`src/rtl/avc_core.sv`:
```
module avc_core #(
  parameter int DW     = 16,
  parameter int RW     = 18,
  parameter int FRAC   = 20,
  parameter int MIN_DB = 24,
  parameter int LEAK   = 8
) (
  input  logic          clk,
  input  logic          rst,
  input  logic          en,
  input  logic          in_valid,
  input  logic [DW-1:0] in_sample,
  input  logic [DW-1:0] thresh,
  input  logic [1:0]    max_sel,
  input  logic [RW-1:0] attack_step,
  input  logic [RW-1:0] decay_step,
  output logic          out_valid,
  output logic [DW-1:0] out_sample
);
  localparam int GW    = FRAC + 8;
  localparam int HALF  = FRAC - 1;
  localparam int ZI    = 2 * MIN_DB;
  localparam int NSTEP = 2 * (MIN_DB + 12);
  localparam int IW    = $clog2(NSTEP + 1);
  localparam int LW    = 18;
  localparam int PW    = DW + LW + 1;
  localparam longint UNITY = 64'd16384;
  localparam logic signed [GW-1:0] DB6  = GW'(6)  <<< FRAC;
  localparam logic signed [GW-1:0] DB12 = GW'(12) <<< FRAC;
  localparam logic signed [GW-1:0] GMIN = -(GW'(MIN_DB) <<< FRAC);

  function automatic logic [NSTEP:0][LW-1:0] build_lut();
    logic [NSTEP:0][LW-1:0] t;
    longint v;
    t = '0;
    v = UNITY;
    for (int k = ZI; k >= 0; k--) begin
      t[k] = LW'(v);
      v = (v * 64'd61870) >>> 16;
    end
    v = UNITY;
    for (int k = ZI; k <= NSTEP; k++) begin
      t[k] = LW'(v);
      v = (v * 64'd69419) >>> 16;
    end
    return t;
  endfunction

  localparam logic [NSTEP:0][LW-1:0] LUT = build_lut();

  logic signed [GW-1:0] g, gmax, att_s, dec_s, g_dn, g_up;
  logic [GW-1:0]        off;
  logic [IW-1:0]        idx, idx_hi;
  logic [7:0]           frac8;
  logic [LW-1:0]        lo, hi, lin, s1_lin;
  logic [LW+7:0]        ip;
  logic                 s1_v;
  logic [DW-1:0]        s1_x, env, leak, mag, ynext;
  logic signed [PW-1:0] prod, sh;
  logic                 over, pos_ovf, neg_ovf;

  assign gmax  = (max_sel == 2'd0) ? '0 : (max_sel == 2'd1) ? DB6 : DB12;
  assign att_s = GW'(attack_step);
  assign dec_s = GW'(decay_step);
  assign g_dn  = g - att_s;
  assign g_up  = g + dec_s;

  assign off    = g - GMIN;
  assign idx    = IW'(off >> HALF);
  assign frac8  = 8'(off >> (HALF - 8));
  assign idx_hi = (idx >= IW'(NSTEP)) ? idx : idx + IW'(1);
  assign lo     = LUT[idx];
  assign hi     = LUT[idx_hi];
  assign ip     = (LW+8)'(hi - lo) * (LW+8)'(frac8);
  assign lin    = lo + LW'(ip >> 8);

  assign prod    = PW'($signed(s1_x)) * PW'($signed({1'b0, s1_lin}));
  assign sh      = prod >>> 14;
  assign pos_ovf = !sh[PW-1] && (|sh[PW-2:DW-1]);
  assign neg_ovf =  sh[PW-1] && !(&sh[PW-2:DW-1]);
  assign ynext   = pos_ovf ? {1'b0, {(DW-1){1'b1}}} :
                   neg_ovf ? {1'b1, {(DW-1){1'b0}}} : sh[DW-1:0];
  assign mag     = ynext[DW-1] ? DW'(-ynext) : ynext;
  assign leak    = env - (env >> LEAK);
  assign over    = env > thresh;

  always_ff @(posedge clk) begin
    if (rst || !en) g <= '0;
    else if (g > gmax) g <= gmax;
    else if (in_valid) begin
      if (over) g <= (g_dn < GMIN) ? GMIN : g_dn;
      else if (g < gmax) g <= (g_up > gmax) ? gmax : g_up;
    end
  end

  always_ff @(posedge clk) begin
    if (rst || !en) env <= '0;
    else if (s1_v) env <= (mag > leak) ? mag : leak;
  end

  always_ff @(posedge clk) begin
    if (rst) begin
      s1_v <= 1'b0;
      s1_x <= '0;
      s1_lin <= '0;
      out_valid <= 1'b0;
      out_sample <= '0;
    end else begin
      s1_v <= in_valid;
      if (in_valid) begin
        s1_x   <= in_sample;
        s1_lin <= en ? lin : LW'(UNITY);
      end
      out_valid <= s1_v;
      if (s1_v) out_sample <= ynext;
    end
  end

  a_r2_gain_bounds: assert property (@(posedge clk) disable iff (rst)
    (g <= DB12) && (g >= GMIN));
  a_r3_limiter_cap: assert property (@(posedge clk) disable iff (rst)
    ($past(max_sel) == 2'd0) |-> (g <= 0));
  a_r5_rise_bound: assert property (@(posedge clk) disable iff (rst)
    $past(en) |-> ((g - $past(g)) <= $past(dec_s)));
  a_r4_fall_bound: assert property (@(posedge clk) disable iff (rst)
    ($past(en) && ($past(g) <= $past(gmax))) |-> (($past(g) - g) <= $past(att_s)));
  a_r9_latency: assert property (@(posedge clk) disable iff (rst)
    in_valid |-> ##2 out_valid);
  a_r10_bypass: assert property (@(posedge clk) disable iff (rst)
    (out_valid && !$past(en, 2)) |-> (out_sample == $past(in_sample, 2)));
endmodule

```
`config.mk`:
```
export PLATFORM = sky130hd
export DESIGN_NAME = avc_core
export DESIGN_NICKNAME = d
export VERILOG_FILES = /design/src/rtl/avc_core.sv
export SDC_FILE = /design/constraint.sdc
export NUM_CORES = 2
export LEC_CHECK = 0
export ABC_AREA = 0
export BUFFER_PORTS_ARGS = -buffer_cell sky130_fd_sc_hd__buf_2
export CORE_MARGIN = 4
export CORE_UTILIZATION = 66
export DETAILED_ROUTE_END_ITERATION = 7
export PLACE_DENSITY = 0.84
export SLEW_MARGIN = 0
export SYNTH_ARGS = -nofsm -noshare
export SYNTH_HDL_FRONTEND = slang
export SYNTH_SLANG_ARGS = --single-unit
export TNS_END_PERCENT = 1
```
`constraint.sdc`:
```
create_clock -name clk -period 35.2 [get_ports clk]
set_clock_uncertainty 0.1 [all_clocks]
set_input_delay 0 -clock clk [delete_from_list [all_inputs] [get_ports clk]]
set_output_delay 0 -clock clk [all_outputs]
set_load 0.05 [all_outputs]
```
Yosys cells after proc, flatten, opt, wreduce, memory -nomap -nowiden:

Memories as Yosys holds them, arrays and structs flattened.
Cells that the tools add are included.

* register bits after elaboration: 96
* memory bits (read-only): 4608
* input port bits: 74
* word-level logic and storage cells: 57
* memories: 2

Memory list
* (name not given): words 128, width 18, read ports 1, clocked after memory_dff 0, write ports 0, RTL line 73 `assign hi = LUT[idx_hi];`
* (name not given): words 128, width 18, read ports 1, clocked after memory_dff 0, write ports 0, RTL line 72 `assign lo = LUT[idx];`

* $add $sub $neg: 8
* $mul: 2
* magnitude comparators: 9
* equality and inequality tests: 1
* muxes and demuxes: 16
* reductions and logical operators: 12

Operator list (number)
* two-way mux 28 bit: 6
* two-way mux 16 bit: 4
* greater-than comparator 28 x 25 -> 1 bit: 2
* two-way mux 18 bit: 3
* two-way mux 24 bit: 2
* multiplier 16 x 19 -> 35 bit: 1
* greater-than comparator 16 bit: 2
* adder 28 x 19 -> 28 bit: 1
* < comparator 28 x 25 -> 1 bit: 1
* < comparator 28 x 26 -> 1 bit, second input constant: 1
* subtractor 28 x 19 -> 28 bit: 1
* multiplier 19 x 9 -> 26 bit: 1
* subtractor 26 bit, second input constant: 1
* subtractor 18 x 18 -> 19 bit: 1
* adder 18 bit: 1
* < comparator 7 x 8 -> 1 bit, second input constant: 2
* negator 16 bit: 1
* subtractor 16 x 8 -> 16 bit: 1
* adder 7 x 1 -> 7 bit, second input constant: 1
* >= comparator 7 bit, second input constant: 1
* two-way mux 7 bit: 1
* AND reduction 6 bit: 1
* OR reduction 6 bit: 1
* zero test 1 bit: 3
* 7 further kinds: 8

Longest topological paths before layout:

* depth after elaboration: 10
* depth in mapped cells: 56

Least setup slack after synthesis:

OpenSTA, ideal clock, no wires.

* kind: reg2reg
* start point: reg g[21]
* end point: reg s1_lin[15]
* library setup time: 70 ps
* arrival: 11876 ps
* slack: 23154 ps
* stages on the path, launching flop included: 54
* period minus slack after synthesis: 12046 ps
* cells stage by stage: dfxtp_1 -> clkbuf_1 -> clkinv_1 -> clkbuf_1 -> ha_1 -> nand3_1 -> a31oi_1 -> mux2_2 -> inv_1 -> clkbuf_1 -> ha_1 -> nand2_1 -> o21ai_0 -> nor2_1 -> nor3_1 -> a311oi_1 -> a311oi_1 -> a31o_2 -> [... 18 more ...] -> ha_1 -> and2_1 -> a41oi_1 -> a21oi_1 -> o21ai_0 -> nand2b_1 -> a21oi_1 -> xnor2_1 -> ha_1 -> and2_1 -> a21o_1 -> a311oi_1 -> o31ai_1 -> a21oi_1 -> nor2b_1 -> o21a_1 -> or4b_2 -> a21oi_1

* longest elaborated chain between the ends: 9
* elaborated cells on any way between the ends: 12
* classes of those cells: 4 x add/sub; 1 x mul; 1 x order compare; 4 x mux; 2 x memory

Ends and longest elaborated chain
* start: declaration: RTL line 51 `logic signed [GW-1:0] g, gmax, att_s, dec_s, g_dn, g_up;`
* start signal: assignment: RTL line 89 `else if (g > gmax) g <= gmax;`
* start signal: assignment: RTL line 91 `if (over) g <= (g_dn < GMIN) ? GMIN : g_dn;`
* start signal: assignment: RTL line 92 `else if (g < gmax) g <= (g_up > gmax) ? gmax : g_up;`
* subtractor 26 bit (*): RTL line 68 `assign off = g - GMIN;`
* adder 7 x 1 -> 7 bit / >= comparator 7 bit (equally long branches): RTL line 71 `assign idx_hi = (idx >= IW'(NSTEP)) ? idx : idx + IW'(1);`
* two-way mux 7 bit: RTL line 71
* memory read (128 x 18 bit)
* two-way mux 18 bit (not written as such): RTL line 73
* subtractor 18 x 18 -> 19 bit: RTL line 74 `assign ip = (LW+8)'(hi - lo) * (LW+8)'(frac8);`
* multiplier 19 x 9 -> 26 bit: RTL line 74
* adder 18 bit (*): RTL line 75 `assign lin = lo + LW'(ip >> 8);`
* two-way mux 18 bit (*): RTL line 112 `s1_lin <= en ? lin : LW'(UNITY);`
* end signal: assignment: RTL line 112
* end: declaration: RTL line 55 `logic [LW-1:0] lo, hi, lin, s1_lin;`

Mark *: on every way between the ends. The rest lies on a longest branch, timed or not. The select of a mux whose other input is x is not followed.
A chain may end at the register's enable or synchronous reset.

Final worst setup path:

* start point: reg g[23]
* end point: reg s1_lin[15]

Same word-level chain as after synthesis.

==> results.toml <==
[synth]
synth_edf_count = 0
syn_nets = 4415
ys_warn_count = 0
synth.avg_cell_area_um2 = 7.645
ys_seq_area_share_pct = 6.831
synthArstFlopShare_pct = 0
synth-seq-cells = 96
synth_cells = 3680
synth_area_mm2 = 0.02813
synth_ff_type = "dfxtp_1"
synth.distinct_cells = 86

[timing]
period_share_pct = 38.65
setup_ws_ns = 21.60
tightest_slew_ns = 1.081
setup_viol_count_final = 0
setup_tns_ns = 0
fin_crit_ns = 13.61
hold_viol = 0
slew_headroom_pct = 27.84
rsz0062_at_grt = "no"
drv_slew = 0
max_freq_mhz = 73.50

[final_layout]
final_area_mm2 = 0.02931
most-common-layout-cells = "inv_1 (565), nand2_1 (425), fa_1 (340)"
diodes = 0
layout-drive-gt1-share_pct = 5.321
area_delta_synth_final_pct = 4.189
fin_cells = 4185
postLayoutCoreUtil_pct = 69.73
final_common_cell = "inv_1"
nFillCells = 3447
fin_nets = 4376

[critical_path]
timing.rr.start = "g[23]"
cp-end-kind = "flop"
worst_ep_arrival_time_ns = 13.82
regToRegSetupSlack_ns = 21.60
reg2reg_depth = 48
r2r_end = "s1_lin[15]"
required_ns = 35.41
crit_fanout = 44
cp-startpoint = "g[23]"
cpPeakStageDelay_ns = 0.60
slowest_stage = "or4b_2"
crit_path_end = "s1_lin[15]"
cp-start-kind = "flop"
critical_path_class = "flop to flop"

[global_routing]
first_global_vias = 25830
grt.overflow.total = 0
track_usage_pct = 34.06
grt_max_degree = 57
grt_antenna_before_repair = 0
grt_pass1_wl_um = 130900

[detailed_routing]
vias = 26490
drt-initial-drc-count = 2775
wl_per_cell_um = 19.05
drt-pass1-iter-count = 6
ant_nets = 0
wl_um = 79720
routed_via_density = 6.329
route.detailed.drc = 0

[placed_design]
post-place-ws_ns = 21.87
detailed_place_hpwl_um = 61100
gp_congestion = 0.9938
place_area_mm2 = 0.02881
dp_cells = 4149
port_buffers = 90

[pwr]
power.leakage_nw = 14.38
ir_drop_mv = 0.09830
power_density_mw_per_mm2 = 85.00

[floorplan]
rows = 75
initial_core_util_pct = 66.92
fp.coreArea_mm2 = 0.04204
fp.dieH_um = 214.5
ios = 91
fp.dieW_um = 214.5
dieArea_mm2 = 0.04600

[clocking]
cts_max_level = 3
cts_tree = "yes"
cts-root-buf = "clkbuf_16"
cts_buffers = 9
path_clk_slew_ns = 0.08
cts_sinks = 96
clk-insertion-delay-late_ns = 0.39
cts_buffer_depth = 2
cts_setup_buffers = 0

[run_status]
status = "finished, final reports clean"

[min_path]
hold_path.startpoint = "max_sel[0]"
hold_path_class = "primary input to flop"

[flow_run]
drv_cap = 0
## power by group
group          switching, mW  internal (mW)
Sequential            0.0828          0.132
Combinational           1.37          0.798
Clock                 0.0508         0.0576
Total                   1.50          0.987
## critical path: cells and delay by family (launching register included)
kind | cells | cell delay [ns]
mux | 1 | 0.28
simple gates | 8 | 2.04
flops | 1 | 0.34
fa+ha+maj | 9 | 3.71
compound gates | 19 | 4.54
buf+inv | 8 | 1.78
xor+xnor | 3 | 0.70
## state kept, by name, indices dropped and copies added (netlist names)
| name | cells |
|---|---|
| s1_lin | 18 |
| s1_v | 1 |
| env | 16 |
| out_sample | 16 |
| s1_x | 16 |
| out_valid | 1 |
| g | 28 |
## layout make-up
type	instances	area [um^2]	share of cell area, %
timing repair buffer	148	935.9	3.193
tap	539	674.4	2.301
multi-input combinational	2817	23340	79.61
clock inverter	5	63.81	0.2177
sequential	96	1924	6.565
inverter	569	2136	7.286
clock buffer	11	242.7	0.8281
## how the worst min path moves through the flow
stage / end / slack (ns) / depth (start not counted)
6_report: g[22] / 0.03 / 4
5_1_grt: g[22] / 0.07 / 4
4_1_cts: g[1] / 0.02 / 4
3_5_place_dp: s1_x[1] / 0.14 / 3
3_3_place_gp: s1_x[3] / 0.14 / 3
2_1_floorplan: s1_x[15] / 0.05 / 2
## synth_stat cells, drive strengths merged (35+ instances only)
| master | n | area (um^2) |
|---|---|---|
| a21o | 56 | 420.4 |
| dfxtp | 96 | 1922 |
| xnor2 | 90 | 788.3 |
| nand2 | 425 | 1595 |
| nand3 | 65 | 325.3 |
| o21ai | 166 | 830.8 |
| xor2 | 37 | 324.1 |
| and2 | 208 | 1301 |
| a31oi | 35 | 219.0 |
| nor2 | 226 | 850.8 |
| fa | 340 | 6807 |
| inv | 565 | 2121 |
| clkbuf | 181 | 680.7 |
| ha | 321 | 4016 |
| nor3 | 99 | 505.5 |
| a21oi | 198 | 991.0 |
| a211oi | 42 | 315.3 |
## timing repair
item                                    in CTS  in global routing
hold endpoints to repair                    23                  0
endpoints found under the setup margin       0                  0
resized for setup                            0                  0
hold buffers                                20                  0
## per-layer routing
| metal | wire [um] | GRT usage [%] | up-vias |
|---|---|---|---|
| li1 | - | - | 12160 |
| met1 | 32530 | 45.75 | 12670 |
| met2 | 36900 | 56.06 | 1406 |
| met3 | 7049 | 5.215 | 251 |
| met4 | 3242 | 12.66 | 0 |
| met5 | 0 | 0 | - |
## stage by stage
step	total power [mW]	hold slack [ns]
after global placement	2.270	0.1385
after detailed placement	2.314	0.1431
after CTS	2.436	0.01822
after floorplan	1.741	0.04725
final	2.491	0.03420
after global routing	2.726	0.07333
## cell families (layout without fill, tap and decap cells)
group,count (synthesis),after routing,share of synthesized area (%)
AND/OR/NAND/NOR,1232,1232,21.35
buffers and inverters,767,733,10.25
AO/OA/AOI/OAI,765,765,17.95
adder cells (fa/ha/maj),661,661,38.47
XOR/XNOR,127,127,3.954
flip-flops,96,96,6.831
multiplexers,32,32,1.196
Power figures use the tool's default switching activity.
